[src/rtl/exc_pkg.sv]
package exc_pkg;

  typedef enum logic [2:0] {
    EXC_RESET = 3'd0,
    EXC_BRK   = 3'd1,
    EXC_IBUS  = 3'd2,
    EXC_WATCH = 3'd3,
    EXC_DBUS  = 3'd4,
    EXC_DIV0  = 3'd5,
    EXC_IRQ   = 3'd6,
    EXC_SCALL = 3'd7
  } exc_code_e;

  typedef enum logic [1:0] {
    SEL_EBA  = 2'd0,
    SEL_DEBA = 2'd1,
    SEL_IE   = 2'd2,
    SEL_DC   = 2'd3
  } reg_sel_e;

  function automatic logic is_debug_code(input logic [2:0] code);
    return (code == EXC_BRK) || (code == EXC_WATCH);
  endfunction

endpackage

[src/rtl/exc_prio_sel.sv]
module exc_prio_sel
  import exc_pkg::*;
(
  input  logic       clk,
  input  logic       rst_n,
  input  logic [7:1] req,
  input  logic       gie,
  output logic       grant_valid,
  output logic [2:0] grant_code
);

  localparam int NRANK = 7;
  // Highest priority first.
  localparam int RANK [NRANK] = '{1, 2, 4, 3, 5, 7, 6};

  logic [7:1] eligible;

  always_comb begin
    eligible = req;
    eligible[EXC_IRQ] = req[EXC_IRQ] & gie;
  end

  always_comb begin
    grant_valid = 1'b0;
    grant_code  = EXC_RESET;
    for (int i = NRANK - 1; i >= 0; i--) begin
      if (eligible[RANK[i]]) begin
        grant_valid = 1'b1;
        grant_code  = 3'(RANK[i]);
      end
    end
  end


  grant_pending_chk: assert property (@(posedge clk) disable iff (!rst_n)
    grant_valid |-> (grant_code != EXC_RESET) && req[grant_code]);


  brk_wins_chk: assert property (@(posedge clk) disable iff (!rst_n)
    req[EXC_BRK] |-> grant_valid && grant_code == EXC_BRK);


  irq_mask_chk: assert property (@(posedge clk) disable iff (!rst_n)
    (grant_valid && grant_code == EXC_IRQ) |-> gie);

endmodule

[src/rtl/exc_vec_calc.sv]
module exc_vec_calc
  import exc_pkg::*;
#(
  parameter int ADDR_W     = 32,
  parameter int ALIGN_BITS = 8,
  parameter int SLOT_SHIFT = 5,
  parameter int CODE_W     = 3
) (
  input  logic [ADDR_W-ALIGN_BITS-1:0] eba_hi,
  input  logic [ADDR_W-ALIGN_BITS-1:0] deba_hi,
  input  logic                         remap,
  input  logic [CODE_W-1:0]            code,
  output logic                         use_debug_base,
  output logic [ADDR_W-1:0]            vec_addr
);

  localparam int LOW_PAD = ALIGN_BITS - CODE_W - SLOT_SHIFT;

  function automatic logic [ADDR_W-1:0] slot_addr(
    input logic [ADDR_W-ALIGN_BITS-1:0] base_hi,
    input logic [CODE_W-1:0]            c
  );
    logic [ADDR_W-1:0] base;
    logic [ADDR_W-1:0] offs;
    base = {base_hi, {ALIGN_BITS{1'b0}}};
    offs = ADDR_W'(c) << SLOT_SHIFT;
    return base + offs;
  endfunction

  always_comb begin
    use_debug_base = is_debug_code(code) | remap;
    vec_addr = slot_addr(use_debug_base ? deba_hi : eba_hi, code);
  end

  if (LOW_PAD < 0) begin : g_bad_align
    initial $error("slot table does not fit in the alignment");
  end

endmodule

[src/rtl/exc_entry_ctrl.sv]
module exc_entry_ctrl
  import exc_pkg::*;
#(
  parameter int          ADDR_W     = 32,
  parameter int          ALIGN_BITS = 8,
  parameter int          SLOT_SHIFT = 5,
  parameter logic [31:0] RESET_BASE = 32'h0000_0000
) (
  input  logic              clk,
  input  logic              rst_n,
  input  logic [7:1]        exc_req,
  input  logic [ADDR_W-1:0] cur_pc,
  input  logic              ret_exc,
  input  logic              ret_brk,
  input  logic              wr_en,
  input  logic [1:0]        wr_sel,
  input  logic [ADDR_W-1:0] wr_data,
  output logic              pc_load,
  output logic              exc_taken,
  output logic [2:0]        exc_code,
  output logic [ADDR_W-1:0] pc_out,
  output logic              gie,
  output logic              eie,
  output logic              bie,
  output logic              remap,
  output logic [ADDR_W-1:0] ea,
  output logic [ADDR_W-1:0] ba,
  output logic [ADDR_W-1:0] eba,
  output logic [ADDR_W-1:0] deba
);

  localparam int CODE_W = 3;
  localparam int HI_W   = ADDR_W - ALIGN_BITS;
  localparam logic [HI_W-1:0] RST_HI = RESET_BASE[ADDR_W-1:ALIGN_BITS];

  logic [HI_W-1:0]   eba_hi_q, deba_hi_q;
  logic              gie_q, eie_q, bie_q, remap_q;
  logic [ADDR_W-1:0] ea_q, ba_q, pc_q;
  logic              pc_load_q, exc_taken_q;
  logic [2:0]        code_q;

  logic              take;
  logic [2:0]        take_code;
  logic              take_dbg;
  logic              eret_go, bret_go, ie_wr_go;
  logic              dbg_base_used;
  logic [ADDR_W-1:0] vec;

  exc_prio_sel u_prio (
    .clk         (clk),
    .rst_n       (rst_n),
    .req         (exc_req),
    .gie         (gie_q),
    .grant_valid (take),
    .grant_code  (take_code)
  );

  exc_vec_calc #(
    .ADDR_W     (ADDR_W),
    .ALIGN_BITS (ALIGN_BITS),
    .SLOT_SHIFT (SLOT_SHIFT),
    .CODE_W     (CODE_W)
  ) u_vec (
    .eba_hi         (eba_hi_q),
    .deba_hi        (deba_hi_q),
    .remap          (remap_q),
    .code           (take_code),
    .use_debug_base (dbg_base_used),
    .vec_addr       (vec)
  );

  always_comb begin
    take_dbg = take && is_debug_code(take_code);
    eret_go  = ret_exc && !take;
    bret_go  = ret_brk && !take && !ret_exc;
    ie_wr_go = wr_en && (wr_sel == SEL_IE) && !take && !eret_go && !bret_go;
  end

  always_ff @(posedge clk) begin
    if (!rst_n) begin
      eba_hi_q    <= RST_HI;
      deba_hi_q   <= RST_HI;
      gie_q       <= 1'b0;
      eie_q       <= 1'b0;
      bie_q       <= 1'b0;
      remap_q     <= 1'b0;
      ea_q        <= '0;
      ba_q        <= '0;
      pc_q        <= {RST_HI, {ALIGN_BITS{1'b0}}};
      pc_load_q   <= 1'b0;
      exc_taken_q <= 1'b0;
      code_q      <= EXC_RESET;
    end else begin
      pc_load_q   <= take | eret_go | bret_go;
      exc_taken_q <= take;
      if (take) code_q <= take_code;

      if (wr_en) begin
        case (reg_sel_e'(wr_sel))
          SEL_EBA:  eba_hi_q  <= wr_data[ADDR_W-1:ALIGN_BITS];
          SEL_DEBA: deba_hi_q <= wr_data[ADDR_W-1:ALIGN_BITS];
          SEL_DC:   remap_q   <= wr_data[0];
          default:  ;
        endcase
      end

      if (take) begin
        pc_q  <= vec;
        gie_q <= 1'b0;
        if (take_dbg) begin
          ba_q  <= cur_pc;
          bie_q <= gie_q;
        end else begin
          ea_q  <= cur_pc;
          eie_q <= gie_q;
        end
      end else if (eret_go) begin
        pc_q  <= ea_q;
        gie_q <= eie_q;
      end else if (bret_go) begin
        pc_q  <= ba_q;
        gie_q <= bie_q;
      end else if (ie_wr_go) begin
        gie_q <= wr_data[0];
        eie_q <= wr_data[1];
        bie_q <= wr_data[2];
      end
    end
  end

  assign pc_load   = pc_load_q;
  assign exc_taken = exc_taken_q;
  assign exc_code  = code_q;
  assign pc_out    = pc_q;
  assign gie       = gie_q;
  assign eie       = eie_q;
  assign bie       = bie_q;
  assign remap     = remap_q;
  assign ea        = ea_q;
  assign ba        = ba_q;
  assign eba       = {eba_hi_q, {ALIGN_BITS{1'b0}}};
  assign deba      = {deba_hi_q, {ALIGN_BITS{1'b0}}};


  gie_clear_chk: assert property (@(posedge clk) disable iff (!rst_n)
    take |=> !gie_q && exc_taken_q && pc_load_q);


  ea_capture_chk: assert property (@(posedge clk) disable iff (!rst_n)
    (take && !take_dbg) |=> ea_q == $past(cur_pc) && eie_q == $past(gie_q)
                             && ba_q == $past(ba_q));


  ba_capture_chk: assert property (@(posedge clk) disable iff (!rst_n)
    take_dbg |=> ba_q == $past(cur_pc) && bie_q == $past(gie_q)
                 && ea_q == $past(ea_q));


  slot_align_chk: assert property (@(posedge clk) disable iff (!rst_n)
    take |=> pc_q[SLOT_SHIFT-1:0] == '0);


  dbg_base_chk: assert property (@(posedge clk) disable iff (!rst_n)
    take_dbg |-> dbg_base_used);


  eret_restore_chk: assert property (@(posedge clk) disable iff (!rst_n)
    eret_go |=> gie_q == $past(eie_q) && pc_q == $past(ea_q) && !exc_taken_q);


  bret_restore_chk: assert property (@(posedge clk) disable iff (!rst_n)
    bret_go |=> gie_q == $past(bie_q) && pc_q == $past(ba_q));


  base_stable_chk: assert property (@(posedge clk) disable iff (!rst_n)
    !wr_en |=> $stable(eba_hi_q) && $stable(deba_hi_q));

endmodule

[config.mk]
export PLATFORM = sky130hd
export DESIGN_NAME = exc_entry_ctrl
export DESIGN_NICKNAME = d
export VERILOG_FILES = /design/src/rtl/exc_pkg.sv /design/src/rtl/exc_prio_sel.sv /design/src/rtl/exc_vec_calc.sv /design/src/rtl/exc_entry_ctrl.sv
export SDC_FILE = /design/constraint.sdc
export NUM_CORES = 1
export LEC_CHECK = 0
export ABC_AREA = 1
export BUFFER_PORTS_ARGS = -buffer_cell sky130_fd_sc_hd__buf_2
export CAP_MARGIN = 10
export CORE_UTILIZATION = 49
export DETAILED_ROUTE_END_ITERATION = 12
export GPL_ROUTABILITY_DRIVEN = 0
export PLACE_DENSITY = 0.8
export SETUP_SLACK_MARGIN = 0.4
export SLEW_MARGIN = 0
export SYNTH_ARGS = -nofsm -noshare
export SYNTH_HDL_FRONTEND = slang
export SYNTH_HIERARCHICAL = 1
export SYNTH_SLANG_ARGS = --single-unit
[constraint.sdc]
create_clock -name clk -period 2.48 [get_ports clk]
set_input_delay 0.62 -clock clk [delete_from_list [all_inputs] [get_ports clk]]
set_output_delay 0.62 -clock clk [all_outputs]
set_load 0.05 [all_outputs]
* Word-level counts from Yosys, hierarchy flattened
Cells that the tools add are included.
Storage, ports and cells: bits in registers 153, input port bits 78, output and inout bits 169, logic and storage cells 84
Operators by class: add/subtract/negate cells 1, eq/ne operators 9, mux-type cells 31, bitwise logic cells 6, reduce and logical (&&, ||, !) cells 25
Operator list (count):
- two-way mux 32 bit | 3
- adder 32 x 8 -> 32 bit | 1
- two-way mux 24 bit | 1
- two-way mux 3 bit | 7
- two-way mux 1 bit | 20
- AND reduction 2 bit | 5
- logical AND 1 bit | 8
- AND reduction 4 bit | 2
- inequality test 2 bit (second input constant) | 3
- nonzero test 3 bit | 2
- == test 2 bit (second input constant) | 2
- logical NOT 1 bit | 4
- == test 3 x 1 -> 1 bit (second input constant) | 1
- == test 3 x 2 -> 1 bit (second input constant) | 1
- bitwise OR 1 bit | 3
- == test 2 x 1 -> 1 bit (second input constant) | 1
- logical NOT 2 bit | 1
- inequality test 2 x 1 -> 1 bit (second input constant) | 1
- NOT 1 bit | 2
- nonzero test 2 bit | 1
- OR reduction 2 bit | 1
- AND 1 bit | 1
- logical OR 1 bit | 1

* Logic depth before layout (Yosys ltp)
Gate-level depths: netlist of run 1.
depth after elaboration 17, depth in mapped cells 12, gate-level depth less buffers 11

* Cells and area by module
Netlist of run 1, hierarchy kept.
Modules (own cells, without submodules):
- exc_entry_ctrl | instances 1, cells an instance 769, area an instance 6010.8 sq um, seq. area each 3062.9 sq um
- exc_vec_calc | instances 1, cells an instance 91, area an instance 490.5 sq um, seq. area each 0.0 sq um
- exc_prio_sel | instances 1, cells an instance 20, area an instance 91.3 sq um, seq. area each 0.0 sq um

* Worst setup path before layout of run 1
Ideal clock, no wire load.
kind flip-flop to flip-flop, from reg gie_q, in the netlist gie, to reg pc_q[25], in the netlist pc_out[25], library setup time 0.134 ns, data arrival time 1.944 ns, data required time 2.346 ns, setup slack 0.402 ns, stages on the path, launching flop included 13, path buffers 1, clock period less this slack 2.078 ns, cell sequence dfxtp_1 nand2_1 nand2_1 a21oi_1 nor3_1 inv_1 nand2_4 nand2_8 buf_12 nand2_2 nand2_1 a22oi_1 a31oi_1
Between the ends: cells in the longest elaborated chain, start to end 14, elaborated cells on any way between the ends 28, classes of those cells add/sub (1); eq/ne (2); mux (17); bitwise (2); reduce/logical (6)
RTL lines:
- from (decl) | line exc_entry_ctrl.sv:37 | logic gie_q, eie_q, bie_q, remap_q;
- from (signal assigned) | line exc_entry_ctrl.sv:119 | gie_q <= eie_q;
- from (signal assigned) | line exc_entry_ctrl.sv:122 | gie_q <= bie_q;
- from (signal assigned) | line exc_entry_ctrl.sv:124 | gie_q <= wr_data[0];
- AND 1 bit * | line exc_prio_sel.sv:20 | eligible[EXC_IRQ] = req[EXC_IRQ] & gie;
- two-way mux 3 bit * (7 in a row) | line exc_prio_sel.sv:27 | if (eligible[RANK[i]]) begin
- net take_code[2] | line exc_entry_ctrl.sv:43 | logic [2:0] take_code;
- == test 3 x 1 -> 1 bit or == test 3 x 2 -> 1 bit (tied branches) | line exc_pkg.sv:22 | return (code == EXC_BRK) || (code == EXC_WATCH);
- logical OR 1 bit * | line exc_pkg.sv:22
- bitwise OR 1 bit * | line exc_vec_calc.sv:31 | use_debug_base = is_debug_code(code) | remap;
- net dbg_base_used | line exc_entry_ctrl.sv:46 | logic dbg_base_used;
- two-way mux 24 bit * | line exc_vec_calc.sv:32 | vec_addr = slot_addr(use_debug_base ? deba_hi : eba_hi, code);
- adder 32 x 8 -> 32 bit * | line exc_vec_calc.sv:27 | return base + offs;
- net vec[25] | line exc_entry_ctrl.sv:47 | logic [ADDR_W-1:0] vec;
- two-way mux 32 bit * | line exc_entry_ctrl.sv:107 | if (take) begin
- to (signal assigned) | line exc_entry_ctrl.sv:108 | pc_q <= vec;
- to (signal assigned) | line exc_entry_ctrl.sv:118 | pc_q <= ea_q;
- to (signal assigned) | line exc_entry_ctrl.sv:121 | pc_q <= ba_q;
- to (decl) | line exc_entry_ctrl.sv:38 | logic [ADDR_W-1:0] ea_q, ba_q, pc_q;
The timed path passes the listed nets; every way through them passes the cells marked *. A chain may end at the register's enable or synchronous reset.

* Worst setup path after layout of run 1
from in exc_req[2] (netlist bit), to reg pc_q[10], in the netlist pc_out[10]
Between the ends: elaborated cells on any way between the ends 17, classes of those cells add/sub (1); eq/ne (2); mux (7); bitwise (1); reduce/logical (6)
RTL lines:
- from (decl) | line exc_entry_ctrl.sv:11 | input logic [7:1] exc_req,
- two-way mux 1 bit * (2 in a row) | line exc_prio_sel.sv:27
- net take | line exc_entry_ctrl.sv:42 | logic take;
- logical NOT 1 bit | line exc_entry_ctrl.sv:74, exc_entry_ctrl.sv:75
- logical AND 1 bit (on tied branches) | line exc_entry_ctrl.sv:74, exc_entry_ctrl.sv:75
- two-way mux 32 bit or logical AND 1 bit (tied branches) | line exc_entry_ctrl.sv:117, exc_entry_ctrl.sv:75
- two-way mux 32 bit or nonzero test 3 bit (tied branches)
Marks and branches as above.

==> results.tsv, run 1 <==
stage	metric	value	unit
status	status	completed	
yosys	yosysWarnings	6	
power_and_ir_drop	p_comb_frac	0.206	
drt	post_drt_wl_per_cell	15.3	um
final_layout	num_antenna_cells	0	
drt	num_vias	6575	
final_layout	nets	1152	
yosys	synth.distinct_cells	32	
final_layout	drive_gt1_frac	0.272	
drt	drtPass1Iterations	5	
critical_path	critical_path.endpoint_type	register	
cts	cts_buffer_depth	2	
yosys	avgSynthCellArea	7.49	um^2
floorplan	die_h	118	um
grt	grt_max_degree	73	
place	place_ws	0.00215	ns
floorplan	initial_core_util	0.500	
timing	final_max_slew_viol_count	0	
worst_hold_path	hp-class	input port to register	
yosys	syn_area	0.00659	mm^2
yosys	ys_ff_latch	153	
timing	fmax	509	MHz
yosys	ys_seq_area_frac	0.465	
power_and_ir_drop	p_sw	2.16	mW
critical_path	worstPathRequired	2.77	ns
timing	finalCritPeriodShare	0.792	
critical_path	start_kind	input port	
floorplan	die_w	118	um
grt	grt_pass1_vias	5986	
power_and_ir_drop	swShare	0.320	
drt	drtAntennaViolNets	0	
final_layout	fillCellCount	1236	
grt	gr-total-overflow	0	
place	io_buffers	225	
place	place_hpwl	12.9	mm
critical_path	cp_max_fo	44	
place	dpl_cell_area	0.00768	mm^2
timing	hold_viol	0	
cts	cts_root_buf	clkbuf_16	
final_layout	area_growth	26.0	%
power_and_ir_drop	power_frac_seq	0.407	
drt	drt_iter0_markers	452	
timing	holdWs	0.428	ns
timing	fin_tns_setup	0	ns
floorplan	ios	247	
timing	fin_ws	0.516	ns
power_and_ir_drop	leakage	3.97	nW
yosys	async_flop_share	0	
timing	rsz0062_at_grt	true	
cts	htreeDepth	4	
critical_path	critPathKind	input port to register	
critical_path	arrival	2.26	ns
final_layout	multi_input_area	0.00290	mm^2
run	cap_violations	0	
floorplan	fp-row-count	42	
grt	antenna_found_initial	0	
drt	routed_wl	19.3	mm
final_layout	regArea	0.00306	mm^2
grt	grt_pass1_wl	30.3	mm
timing	layout_min_cycle_time	1.96	ns
floorplan	dieArea	0.0139	mm^2
yosys	synth_edf_count	0	
cts	cts_buffers	17	
cts	path_clk_slew	0.06	ns
cts	cts.sinks	153	
drt	drc	0	
power_and_ir_drop	clock_power_share	0.387	
final_layout	stdcell_area	0.00830	mm^2
cts	ctsHoldBuffers	0	
grt	grt_use_total	0.279	
timing	finalSetupViolCount	0	
cts	insertion_delay	0.42	ns
power_and_ir_drop	power_density	813	mW/mm^2
drt	vias_per_cell	5.21	
cts	tritoncts	built	
place	place_inst	1231	
final_layout	stdcell_count	1262	
floorplan	core	0.0132	mm^2
power_and_ir_drop	ir_drop	458	uV
power_and_ir_drop	p_int	4.59	mW
timing	fin_skew	0.00590	ns
cts	post_cts_buffers	0	
yosys	ys.flop_type	dfxtp_1	
yosys	synthCells	880	
## final cells by class
type | count | share of cell area
multi-input combinational | 608 | 0.349
inverter | 51 | 0.0234
tap | 176 | 0.0265
sequential | 153 | 0.369
clock inverter | 6 | 0.0104
clock buffer | 25 | 0.0621
timing repair buffer | 243 | 0.160
## path summary, 6_finish.rpt
check / startpoint / endpoint / slack (ns) / depth (start not counted)
worst max-delay path: exc_req[2] / pc_out[10]$_SDFFE_PN0P_ / 0.52 / 8
worst min register to register: ba[14]$_SDFFE_PN0P_ / ba[14]$_SDFFE_PN0P_ / 0.45 / 2
worst max register to register: gie$_SDFFE_PP0P_ / pc_out[8]$_SDFFE_PN0P_ / 0.60 / 11
worst min-delay path: wr_data[22] / deba_hi_q[14]$_SDFFE_PN0P_ / 0.43 / 3
## cells in the mapped netlist, drive strengths merged, types with 12 or more instances
master / n / area share
o21ai: 167 / 0.13
dfxtp: 153 / 0.46
nor2: 140 / 0.084
nand2: 128 / 0.082
a21oi: 71 / 0.054
buf: 58 / 0.064
inv: 51 / 0.029
a31oi: 32 / 0.030
nand3: 32 / 0.026
clkbuf: 29 / 0.018
a22oi: 12 / 0.014
## sequential cells by signal, indices dropped and copies added (netlist names)
signal	count
ba	32
ea	32
pc_out	32
deba_hi_q	24
eba_hi_q	24
exc_code	3
bie	1
eie	1
exc_taken	1
gie	1
pc_load	1
remap	1
## kinds of logic (layout without fill, tap and decap cells)
group	count (synthesis)	after routing	share of synthesized area
DFF	153	153	0.465
and+or+nand+nor	302	302	0.194
AOI/OAI and AO/OA	285	285	0.229
other	2	21	0.00114
buffers and inverters	138	325	0.111
## placed cells by master (no fill, tap or decap), types with 5 or more instances in the layout
cell and n:
buf_4 14, a21oi_1 70, nand3_1 30, buf_2 224, inv_1 48, clkbuf_8 6, nor2_1 136, a22oi_1 12
o21ai_1 12, conb_1 21, clkbuf_16 17, nand2_2 9, buf_12 5, nand2_1 115, dfxtp_1 153, o21ai_0 155
a31oi_1 32
## worst max-delay path, stage by stage
cell,delay [ns]
buf_2,0.11
nor4_1,0.28
buf_4,0.17
nand3_4,0.20
nor2_8,0.33
nand2_8,0.24
o21ai_0,0.24
a31oi_1,0.05
## per-stage QoR
stage | utilization | power [mW]
global placement | 0.583 | 4.16
global route | 0.630 | 6.99
floorplan | - | 3.85
finish | 0.630 | 6.75
CTS | 0.628 | 6.78
detailed placement | 0.583 | 4.18
## power by group through the flow
stage               Sequential [mW]  Combinational, mW  Clock (mW)
floorplan                      3.37              0.484           0
global placement               2.79               1.37           0
detailed placement             2.80               1.38           0
CTS                            2.75               1.39        2.65
global route                   2.77               1.48        2.74
finish                         2.75               1.39        2.61
## routing by layer
metal / GRT usage / up-vias / part of all wire
met5: 0 / - / 0
met2: 0.471 / 259 / 0.49
met1: 0.316 / 3000 / 0.40
met3: 0.0824 / 45 / 0.075
li1: - / 3271 / -
met4: 0.154 / 0 / 0.041
## timing repair
action	in CTS	in global routing
hold endpoints to repair	0	0
setup endpoints to repair	0	45
gates resized for setup	0	3
Power figures use the tool's default switching activity.
==> run 2: changes to the inputs <==
--- a/config.mk
+++ b/config.mk
@@ -5,13 +5,13 @@
 export SDC_FILE = /design/constraint.sdc
 export NUM_CORES = 1
 export LEC_CHECK = 0
-export ABC_AREA = 1
+export ABC_AREA = 0
 export BUFFER_PORTS_ARGS = -buffer_cell sky130_fd_sc_hd__buf_2
 export CAP_MARGIN = 10
-export CORE_UTILIZATION = 49
+export CORE_UTILIZATION = 45
 export DETAILED_ROUTE_END_ITERATION = 12
 export GPL_ROUTABILITY_DRIVEN = 0
-export PLACE_DENSITY = 0.8
+export PLACE_DENSITY = 0.77
 export SETUP_SLACK_MARGIN = 0.4
 export SLEW_MARGIN = 0
 export SYNTH_ARGS = -nofsm -noshare
==> constraint.sdc (replaced) <==
create_clock -name clk -period 1.7 [get_ports clk]
set_input_delay 0.425 -clock clk [delete_from_list [all_inputs] [get_ports clk]]
set_output_delay 0.425 -clock clk [all_outputs]
set_load 0.05 [all_outputs]
==> run 2 against run 1 <==
Against the previous run: the run now ends with negative setup slack left; area after synthesis up 1.5%; core utilization up 19 points; sequential power up 44%; hold slack worse by 0.18 ns; total power up 60%; synthesized cell count down 5.9%; clock-buffer cell count down 2; sequential cell count unchanged; worst setup slack worse by 0.88 ns; sequential share of layout area down 9.7 points; largest cell class is now multi-input gates; largest power group is now the clock network.
==> results.tsv, run 2 <==
stage	metric	value	unit
grt	grt_use_total	0.288	
yosys	yosysWarnings	6	
critical_path	worstPathRequired	2.05	ns
drt	drt_iter0_markers	833	
final_layout	multi_input_area	0.00398	mm^2
final_layout	stdcell_count	1337	
floorplan	die_w	124	um
final_layout	nets	1215	
cts	cts_buffer_depth	2	
drt	drtAntennaViolNets	0	
critical_path	critical_path.endpoint_type	register	
drt	top_layer	met4	
drt	num_vias	8020	
cts	cts_buffers	17	
floorplan	die_h	124	um
power_and_ir_drop	p_total	10.8	mW
timing	fin_ws	-0.364	ns
floorplan	initial_core_util	0.460	
critical_path	cp_max_fo	7	
drt	routed_wl	30.0	mm
worst_hold_path	hp-class	input port to register	
cts	tritoncts	built	
timing	finalSetupViolCount	101	
power_and_ir_drop	leakage	5.18	nW
status	violations	negative setup slack	
timing	final_max_slew_viol_count	0	
final_layout	area_growth	79.0	%
critical_path	critPathKind	input port to register	
place	io_buffers	225	
power_and_ir_drop	power_density	901	mW/mm^2
final_layout	layout_common_cells	nand2_1 (149), buf_2 (132), a21oi_1 (92)	
cts	htreeDepth	4	
run	cap_violations	0	
cts	insertion_delay	0.43	ns
power_and_ir_drop	p_int	7.34	mW
final_layout	drive_gt1_frac	0.572	
grt	grt_pass1_vias	6498	
yosys	avgSynthCellArea	8.08	um^2
place	place_hpwl	14.3	mm
floorplan	ios	247	
place	place_ws	-0.660	ns
final_layout	fillCellCount	768	
drt	drtPass1Iterations	7	
power_and_ir_drop	clock_power_share	0.379	
floorplan	core	0.0145	mm^2
timing	finalCritPeriodShare	1.21	
cts	cts_root_buf	clkbuf_16	
grt	gr-total-overflow	0	
timing	rsz0062_at_grt	true	
grt	grt_max_degree	67	
yosys	syn_area	0.00669	mm^2
power_and_ir_drop	ir_drop	828	uV
drt	post_drt_wl_per_cell	22.5	um
drt	wl_met2	14.4	mm
power_and_ir_drop	swShare	0.320	
power_and_ir_drop	p_comb_frac	0.253	
timing	relSlewSlack	0.542	
timing	hold_viol	0	
critical_path	start_kind	input port	
grt	grt_pass1_wl	33.5	mm
timing	fmax	484	MHz
drt	drc	0	
final_layout	layout_commonest_cell	nand2_1	
place	place_inst	1209	
cts	cts.sinks	153	
timing	layout_min_cycle_time	2.06	ns
drt	wl_met1	10.8	mm
floorplan	dieArea	0.0154	mm^2
grt	antenna_found_initial	3	
critical_path	arrival	2.41	ns
timing	tightest_slew	0.678	ns
cts	path_clk_slew	0.07	ns
final_layout	regArea	0.00326	mm^2
timing	fin_skew	0.0159	ns
cts	ctsHoldBuffers	0	
drt	vias_per_cell	6.00	
power_and_ir_drop	p_sw	3.45	mW
power_and_ir_drop	power_frac_seq	0.368	
yosys	synthCells	828	
floorplan	fp-row-count	44	
drt	wl_met3	2.87	mm
status	status	finished, violations left	
run 2: cell count changes in the layout (fill, tap and decap cells not counted), moves of 52 or more:
cell     delta
buf_4      +57
dfxtp_1    -75
buf_2      -92
a21oi_2    +52
o21ai_0   -143
nor2_1    -130
buf_8      +81
run 2: path summary, 6_finish.rpt:
| check | startpoint | endpoint | slack (ns) | cells past startpoint |
|---|---|---|---|---|
| setup / recovery | exc_req[7] | ba[1]$_SDFFE_PN0P_ | -0.36 | 10 |
| hold / removal | wr_data[28] | deba_hi_q[20]$_SDFFE_PN0P_ | 0.25 | 3 |
| hold reg to reg | eba_hi_q[1]$_SDFFE_PN0P_ | eba_hi_q[1]$_SDFFE_PN0P_ | 0.46 | 2 |
| setup reg to reg | gie$_SDFFE_PP0P_ | ea[25]$_SDFFE_PN0P_ | -0.30 | 9 |
run 2: worst max-delay path, cell delays in order:
cell and delay, ns:
buf_2 0.11, or4_4 0.52, nand3b_1 0.24, buf_6 0.18, buf_12 0.14, nand3b_1 0.24, buf_6 0.17, clkbuf_16 0.17
nand2_4 0.05, a21oi_2 0.15
run 2: power by group through the flow:
stage,Combinational [mW],Clock (mW),Sequential (mW)
finish,2.73,4.09,3.97
global route,2.82,4.27,3.98
CTS,1.95,4.07,3.91
detailed placement,1.82,0,3.98
global placement,1.80,0,3.97
floorplan,0.701,0,4.59
run 2: what timing repair did:
item / in CTS / in global routing
pin swaps: 34 / 113
endpoints found under the setup margin: 257 / 257
setup buffers: 8 / 64
resized for setup: 96 / 648
gates cloned: 9 / 12
run 2: metal layers:
metal | up-vias | track usage
li1 | 3467 | -
met1 | 3782 | 0.362
met2 | 609 | 0.468
met3 | 162 | 0.0765
met4 | 0 | 0.110
met5 | - | 0
run 2: cell type report:
cell class / count / area share
Antenna cell: 3 / 0.000627
Clock buffer: 23 / 0.0416
Clock inverter: 9 / 0.0114
Inverter: 6 / 0.00303
Multi-Input combinational cell: 593 / 0.332
Sequential cell: 153 / 0.272
Tap cell: 184 / 0.0192
Timing Repair Buffer: 366 / 0.320
run 2: metrics by stage:
stage / util / hold WS [ns] / cell area [um^2] / TNS (ns)
2_1_floorplan: - / 0.555 / 6870 / -26.72
3_3_place_gp: 0.561 / 0.450 / 8150 / -51.39
3_5_place_dp: 0.561 / 0.456 / 8150 / -57.77
4_1_cts: 0.648 / 0.236 / 9410 / -8.91
5_1_grt: 0.824 / 0.246 / 12000 / -26.44
6_report: 0.824 / 0.250 / 12000 / -22.07
